File: config.mk
export PLATFORM = sky130hd
export DESIGN_NAME = cfg_slice
export DESIGN_NICKNAME = d
export VERILOG_FILES = /design/src/rtl/slice_pkg.sv /design/src/rtl/slice_lut.sv /design/src/rtl/slice_ctrl.sv /design/src/rtl/slice_ff.sv /design/src/rtl/cfg_slice.sv
export SDC_FILE = /design/constraint.sdc
export NUM_CORES = 1
export LEC_CHECK = 0
export CAP_MARGIN = 10
export CORE_MARGIN = 2
export CORE_UTILIZATION = 47
export CTS_CLUSTER_DIAMETER = 120
export CTS_CLUSTER_SIZE = 12
export DETAILED_ROUTE_END_ITERATION = 6
export MAX_ROUTING_LAYER = met4
export PLACE_DENSITY = 0.72
export SLEW_MARGIN = 5
export SYNTH_ARGS = -nofsm -noshare
export SYNTH_HDL_FRONTEND = slang
export SYNTH_HIERARCHICAL = 1
export SYNTH_SLANG_ARGS = --single-unit
File: constraint.sdc
create_clock -name clk -period 2.77 [get_ports clk]
set_clock_uncertainty 0.05 [all_clocks]
set_input_delay 0.554 -clock clk [delete_from_list [all_inputs] [get_ports clk]]
set_output_delay 0.554 -clock clk [all_outputs]
set_load 0.05 [all_outputs]
File: src/rtl/slice_pkg.sv
// Shared definitions for the programmable logic slice: table size,
// mode encoding and the layout of the control part of the scan chain.
package slice_pkg;
    localparam int LUT_K   = 4;
    localparam int LUT_D   = 1 << LUT_K;
    localparam int N_LUT   = 2;

    typedef enum logic [1:0] {
        LM_LOGIC     = 2'd0,
        LM_SHIFT     = 2'd1,
        LM_RAM       = 2'd2,
        LM_LOGIC_ALT = 2'd3
    } lut_mode_e;

    // Control bits; field order fixes the position in the chain (MSB sent first).
    typedef struct packed {
        lut_mode_e mode_a;
        lut_mode_e mode_b;
        logic      osel_a;
        logic      osel_f;
        logic      srv_a;
        logic      srv_f;
    } slice_ctl_t;

    localparam int CTL_W   = $bits(slice_ctl_t);
    localparam int CHAIN_W = N_LUT * LUT_D + CTL_W;
endpackage

File: src/rtl/slice_lut.sv
// One look-up table with three uses of its storage bits.
// Assumes: cfg_en has priority over all user activity; in shift and RAM
// modes 'we' qualifies the clock. Scan order runs bits[0] -> bits[D-1].
module slice_lut
    import slice_pkg::*;
#(
    parameter int K = LUT_K,
    localparam int D = 1 << K
) (
    input  logic         clk,
    input  logic         rst_n,
    input  logic         cfg_en,
    input  logic         cfg_in,
    output logic         cfg_out,
    input  lut_mode_e    mode,
    input  logic [K-1:0] addr,
    input  logic         din,
    input  logic         we,
    output logic         dout,
    output logic [D-1:0] bits_o
);
    logic [D-1:0] bits;

    // Storage update: scan load, serial shift, or single-bit write.
    always_ff @(posedge clk) begin
        if (!rst_n) begin
            bits <= '0;
        end else if (cfg_en) begin
            bits <= {bits[D-2:0], cfg_in};
        end else if (we) begin
            case (mode)
                LM_SHIFT: bits <= {bits[D-2:0], din};
                LM_RAM:   bits[addr] <= din;
                default:  bits <= bits;
            endcase
        end
    end

    // Read path: the inputs select one stored bit in every mode.
    always_comb begin
        dout = bits[addr];
    end

    assign cfg_out = bits[D-1];
    assign bits_o  = bits;
endmodule

File: src/rtl/slice_ctrl.sv
// Control segment of the scan chain: modes, output selects and set/reset
// values. Assumes it sits at the serial-input end of the chain.
module slice_ctrl
    import slice_pkg::*;
(
    input  logic       clk,
    input  logic       rst_n,
    input  logic       cfg_en,
    input  logic       cfg_in,
    output logic       cfg_out,
    output slice_ctl_t ctl
);
    logic [CTL_W-1:0] sreg;

    // Shift the control bits while a load is in progress.
    always_ff @(posedge clk) begin
        if (!rst_n) begin
            sreg <= '0;
        end else if (cfg_en) begin
            sreg <= {sreg[CTL_W-2:0], cfg_in};
        end
    end

    assign ctl     = slice_ctl_t'(sreg);
    assign cfg_out = sreg[CTL_W-1];
endmodule

File: src/rtl/slice_ff.sv
// Output flip-flop with clock enable and set/reset to a programmed value.
// Assumes hold (scan load) forces 0 and outranks set/reset and enable.
module slice_ff (
    input  logic clk,
    input  logic rst_n,
    input  logic hold,
    input  logic ce,
    input  logic srst,
    input  logic srval,
    input  logic d,
    output logic q
);
    // Priority: reset/hold, then set/reset, then enabled capture.
    always_ff @(posedge clk) begin
        if (!rst_n || hold) begin
            q <= 1'b0;
        end else if (srst) begin
            q <= srval;
        end else if (ce) begin
            q <= d;
        end
    end
endmodule

File: src/rtl/cfg_slice.sv
// Programmable slice: two tables, a fifth-input combiner, two flops and a
// serial scan chain (serial in -> control -> table B -> table A -> serial out).
// Assumes one clock domain; all configuration is loaded while cfg_en is high.
module cfg_slice
    import slice_pkg::*;
#(
    parameter int K = LUT_K,
    localparam int D = 1 << K
) (
    input  logic         clk,
    input  logic         rst_n,
    input  logic [K-1:0] a_in,
    input  logic [K-1:0] b_in,
    input  logic         sel5,
    input  logic         din_a,
    input  logic         we_a,
    input  logic         din_b,
    input  logic         we_b,
    input  logic         ce,
    input  logic         sr,
    input  logic         gsr,
    input  logic         cfg_en,
    input  logic         cfg_si,
    output logic         cfg_so,
    output logic         comb_a,
    output logic         comb_f5,
    output logic         out_a,
    output logic         out_f5
);
    slice_ctl_t                  ctl;
    logic                        ctl_so;
    logic [N_LUT-1:0]            lut_cin;
    logic [N_LUT-1:0]            lut_cout;
    logic [N_LUT-1:0]            lut_o;
    logic [N_LUT-1:0]            lut_we;
    logic [N_LUT-1:0]            lut_din;
    logic [N_LUT-1:0][K-1:0]     lut_addr;
    lut_mode_e                   lut_mode [N_LUT];
    logic [N_LUT-1:0][D-1:0]     lut_bits;
    logic                        f5;
    logic [1:0]                  ff_d;
    logic [1:0]                  ff_sv;
    logic [1:0]                  ff_q;
    logic                        srst;

    slice_ctrl u_ctrl (
        .clk     (clk),
        .rst_n   (rst_n),
        .cfg_en  (cfg_en),
        .cfg_in  (cfg_si),
        .cfg_out (ctl_so),
        .ctl     (ctl)
    );

    // Per-table wiring; index 0 is table A, index 1 is table B.
    assign lut_addr = {b_in, a_in};
    assign lut_we   = {we_b, we_a};
    assign lut_din  = {din_b, din_a};
    assign lut_cin  = {ctl_so, lut_cout[1]};
    assign lut_mode[0] = ctl.mode_a;
    assign lut_mode[1] = ctl.mode_b;

    for (genvar i = 0; i < N_LUT; i++) begin : g_lut
        slice_lut #(.K(K)) u_lut (
            .clk     (clk),
            .rst_n   (rst_n),
            .cfg_en  (cfg_en),
            .cfg_in  (lut_cin[i]),
            .cfg_out (lut_cout[i]),
            .mode    (lut_mode[i]),
            .addr    (lut_addr[i]),
            .din     (lut_din[i]),
            .we      (lut_we[i]),
            .dout    (lut_o[i]),
            .bits_o  (lut_bits[i])
        );
    end

    // Fifth-input combiner.
    always_comb begin
        f5 = sel5 ? lut_o[1] : lut_o[0];
    end

    assign srst  = sr | gsr;
    assign ff_d  = {f5, lut_o[0]};
    assign ff_sv = {ctl.srv_f, ctl.srv_a};

    for (genvar j = 0; j < 2; j++) begin : g_ff
        slice_ff u_ff (
            .clk   (clk),
            .rst_n (rst_n),
            .hold  (cfg_en),
            .ce    (ce),
            .srst  (srst),
            .srval (ff_sv[j]),
            .d     (ff_d[j]),
            .q     (ff_q[j])
        );
    end

    // Output selection between combinational and registered paths.
    always_comb begin
        comb_a  = lut_o[0];
        comb_f5 = f5;
        out_a   = ctl.osel_a ? ff_q[0] : lut_o[0];
        out_f5  = ctl.osel_f ? ff_q[1] : f5;
    end

    assign cfg_so = lut_cout[0];
endmodule

# --- Yosys cells after proc, flatten, opt, wreduce, memory -nomap -nowiden ---
# Index checks and enable logic that the tools add are counted.
word_totals:
  register_bits: 42
  out_inout_bits: 5
  wordCells: 48
classes:
  order_cmp: 4
  eq_ne: 4
  muxes: 23
  bitwise: 1
  n_reduce_logical: 11
ops:
  columns: ["cell", "n"]
  rows:
  - ["$mux 16", 4]
  - ["$pmux 16 s2", 2]
  - ["$bwmux 16", 2]
  - ["$mux 1", 11]
  - ["$lt 4x5->1 const B", 2]
  - ["$bmux 1 s4", 2]
  - ["$demux 1 s4", 2]
  - ["$ge 4x1->1 const B", 2]
  - ["$reduce_bool 2->1", 3]
  - ["$reduce_bool 3->1", 2]
  - ["$eq 2x1->1 const B", 2]
  - ["$eq 2x2->1 const B", 2]
  - ["$reduce_and 2->1", 2]
  - ["$logic_and 1x1->1", 2]
  - ["$logic_not 1->1", 1]
  - ["$logic_or 1x1->1", 1]
  - ["$or 1x1->1", 1]

# --- Depth between registers and ports, before layout ---
depth:
  ltp_word: 8
  depth_mapped: 8
  depth_no_buf: 7

# --- By module ---
# The synthesis kept the hierarchy.
by_module_without_submodules:
  columns: ["module", "instances", "cells_each", "area_per_inst_um2", "seq_area_each_um2"]
  rows:
  - ["slice_lut", 2, 115, 987.2, 320.3]
  - ["slice_ctrl", 1, 26, 309.0, 160.2]
  - ["slice_ff", 2, 6, 58.8, 20.0]
  - ["cfg_slice", 1, 4, 43.8, 0.0]

# --- Worst setup path before layout ---
# Ideal clock, no wire load.
synth_path:
  kind: "input to output"
  from: "input a_in[0]"
  to: "output out_f5"
  arrival_time_ps: 2843
  required_ps: 2166
  setup_slack_ps: -677
  cell_stages: 7
  cell_sequence: "buf_2 mux4_2 and2_1 a211oi_1 a21oi_1 mux2_4 mux2_2"
synth_via:
  elab_chain_len: 4
synth_rtl:
  columns: ["element", "line_no", "text"]
  rows:
  - ["start, declared", "cfg_slice.sv:12", "input logic [K-1:0] a_in,"]
  - ["$bmux 1 s4", "slice_lut.sv:41", "dout = bits[addr];"]
  - ["$mux 1 (not written as such)", "slice_lut.sv:41", null]
  - ["named net comb_a", "cfg_slice.sv:25", "output logic comb_a,"]
  - ["$mux 1", "cfg_slice.sv:81", "f5 = sel5 ? lut_o[1] : lut_o[0];"]
  - ["named net comb_f5", "cfg_slice.sv:26", "output logic comb_f5,"]
  - ["$mux 1", "cfg_slice.sv:106", "out_f5 = ctl.osel_f ? ff_q[1] : f5;"]
  - ["end, declared", "cfg_slice.sv:28", "output logic out_f5"]
# The timed path passes the listed nets, and every way through them passes these cells. The select of a mux whose other input is x is not followed.

# --- Worst setup path in the final report ---
layout_path:
  from: "input a_in[3]"
  to: "output out_f5"
layout_via:
  elab_chain_len: 4
layout_rtl:
  columns: ["element", "line_no"]
  rows:
  - ["$bmux 1 s4", "slice_lut.sv:41"]
  - ["$mux 1 (not written as such)", "slice_lut.sv:41"]
  - ["$mux 1", "cfg_slice.sv:81"]
  - ["$mux 1", "cfg_slice.sv:106"]
# Every way passes these cells. The select of a mux whose other input is x is not followed.

==> results.md <==
* # clock sinks at 42
* Fill cells at 431
* Wire per inst at 16.2 um
* Period utilization at 103%
* Antenna violations before repair at 0
* Area Overhead vs Synth at 23.9%
* Final min period at 2.84 ns
* Setup WS post-layout at -0.0726 ns
* Hold WS at 0.489 ns
* Max incr delay on CP at 0.46 ns
* Crit path cell chain: clkdlybuf4s50_1, inv_1, mux2i_2, a21oi_4, mux2_4, mux2_4, buf_8
* Synth Net Count at 290
* CP max FO at 3
* Via-per-instance ratio at 6.08
* Remaining Overflow, GRT at 0
* DP HPWL at 4040 um
* Hold Vio Cnt, Final at 0
* Final Util at 59.7%
* Worst path bufs/invs at 3
* Final wirelength at 6010 um
* Slowest CP cell: clkdlybuf4s50_1
* Post-route antenna net violation count at 0
* Worst skew pair latency at 0.30 ns
* Req. time, crit path at 2.17 ns
* Status: complete, but fails checks
* Synth Warn # at 6
* Row cnt at 26
* Post-DP Area at 2830 sq um
* Residual DRC at 0
* Diode count at 0
* Max rail drop VDD at 0.310 mV
* # Max-Cap Violations at 0
* Failing checks: setup timing
* Mapped cell area at 2430 sq um
* Gate Count Post-Synth at 270
* Relative slew slack at 65.2%
* Syn_area_per_cell at 9.00 sq um
* Top Family by Delay on Critical Path: multiplexers
* DR iter-0 viols at 238
* CTS tree: yes
* RSZ-0062 raised after global routing: yes
* Total GRT Usage at 22.2%
* Clock transition at the registers of the reported paths at 0.08 ns
* Worst EP arrival at 2.24 ns
* Achievable Freq at 0.352 GHz
* Layout cells sized above 1 at 21.6%
* Largest net degree at the start of global routing at 33
* RD Place Congestion at 0.914
* Crit path kind: input pin to primary output
* Setup TNS at -0.133 ns
* Nets at 321
* CTS buffer count at 5
* Pleak at 1.09 nW
* Die Wd at 75.9 um
* Initial Util at 48.2%
* CORE AREA at 5040 sq um
* Die height at 75.9 um
* Tightest Hold Check Type: flop to flop
* IO Pins at 25
* CP Launch Type: input pin
* Final count of pins violating max slew at 0
* Setup Viol. Count Final at 3
* CTS root buf: clkbuf_8
* Post-route design area at 3010 sq um
* CP Capture Type: primary output
* Vias at 2256
* Worst slew pin tran at 0.521 ns
* DR pass1 iterations at 5
* Pwr Density at 483 nW/um^2
* First-pass GRT wire length at 10300 um
* Die ar. at 5760 sq um
* Max clock buf depth at 2
* CP dominant cell by count: mux2_4
* H-Tree Depth at 2
* Vias in the first global route at 2191
* PortBufs at 24
## where the power goes
part | internal [mW] | total [mW] | switching, mW | leakage (nW)
combinational | 0.145 | 0.286 | 0.141 | 0.690
clock | 0.289 | 0.505 | 0.216 | 0.0573
sequential | 0.636 | 0.664 | 0.0283 | 0.346
## flip-flops by register name, summed over array words and instances (netlist names)
| signal | count |
|---|---|
| g_lut.u_lut/bits_o | 32 |
| u_ctrl/ctl | 8 |
| g_ff.u_ff/q | 2 |
## cells in the final DEF, fill, tap and decap left out, types with 2 or more instances in the layout
cell type        instances
a21oi_1                 60
dfxtp_1                 42
o21ai_0                 30
a311oi_1                30
buf_4                   19
clkdlybuf4s50_1         15
mux2i_1                 13
nor2b_1                 10
inv_1                    8
mux4_2                   8
nand2b_1                 8
clkbuf_8                 6
buf_6                    5
nand2_1                  4
mux2_4                   3
or2_2                    3
buf_8                    3
a2111oi_2                2
and2_4                   2
xor2_1                   2
a21o_1                   2
nor3b_2                  2
or3b_1                   2
or4_4                    2
o21ai_2                  2
a211oi_1                 2
and2_1                   2
or2_1                    2
o21ai_1                  2
## routing by layer
metal  vias to the layer above  wire, um  GRT usage [%]  share of wire (%)
met2                        69      2930           34.0                 49
met4                         0       129           9.09                2.1
li1                       1100         -              -                  -
met3                        15       286           3.81                4.8
met5                         -         0              -                  0
met1                      1072      2660           29.2                 44
## worst min-delay path: stages (launching register included)
cell and delay [ns]:
dfxtp_1 0.32, a21oi_1 0.11, a211oi_1 0.06
## through the flow
step | power [mW] | cells | worst slack (ns)
3_3_place_gp | 0.933 | 363 | -0.602
5_1_grt | 1.52 | 371 | -0.122
3_5_place_dp | 0.937 | 363 | -0.638
6_report | 1.46 | 371 | -0.0726
2_1_floorplan | 0.845 | 270 | -0.195
4_1_cts | 1.46 | 372 | -0.222
## timing repair
item	in CTS	in global routing
setup buffers	2	0
pin swaps	2	2
hold buffers	0	0
endpoints found under the setup margin	4	3
gates resized for setup	22	12
endpoints found under the hold margin	0	0
## area by class of cell
type	instances	area, sq um	share of cell area (%)
clock buffers	6	82.6	2.74
clock inverters	1	30.0	0.997
inverters	8	30.0	0.997
multi-input cells	198	1500	49.8
flip-flops and latches	42	841	27.9
well taps	70	87.6	2.91
repair buffers	46	442	14.7
## final timing paths
path         cells past startpoint                 startpoint  slack, ns                   endpoint
max                              7                    a_in[3]      -0.07                     out_f5
min                              2  g_lut[1].u_lut/bits_o[10]       0.49  g_lut[1].u_lut/bits_o[10]
max reg2reg                      9  g_lut[1].u_lut/bits_o[11]       0.63             g_ff[1].u_ff/q
min reg2reg                      2  g_lut[1].u_lut/bits_o[10]       0.49  g_lut[1].u_lut/bits_o[10]
No activity file was read; power rests on OpenSTA's default activity.
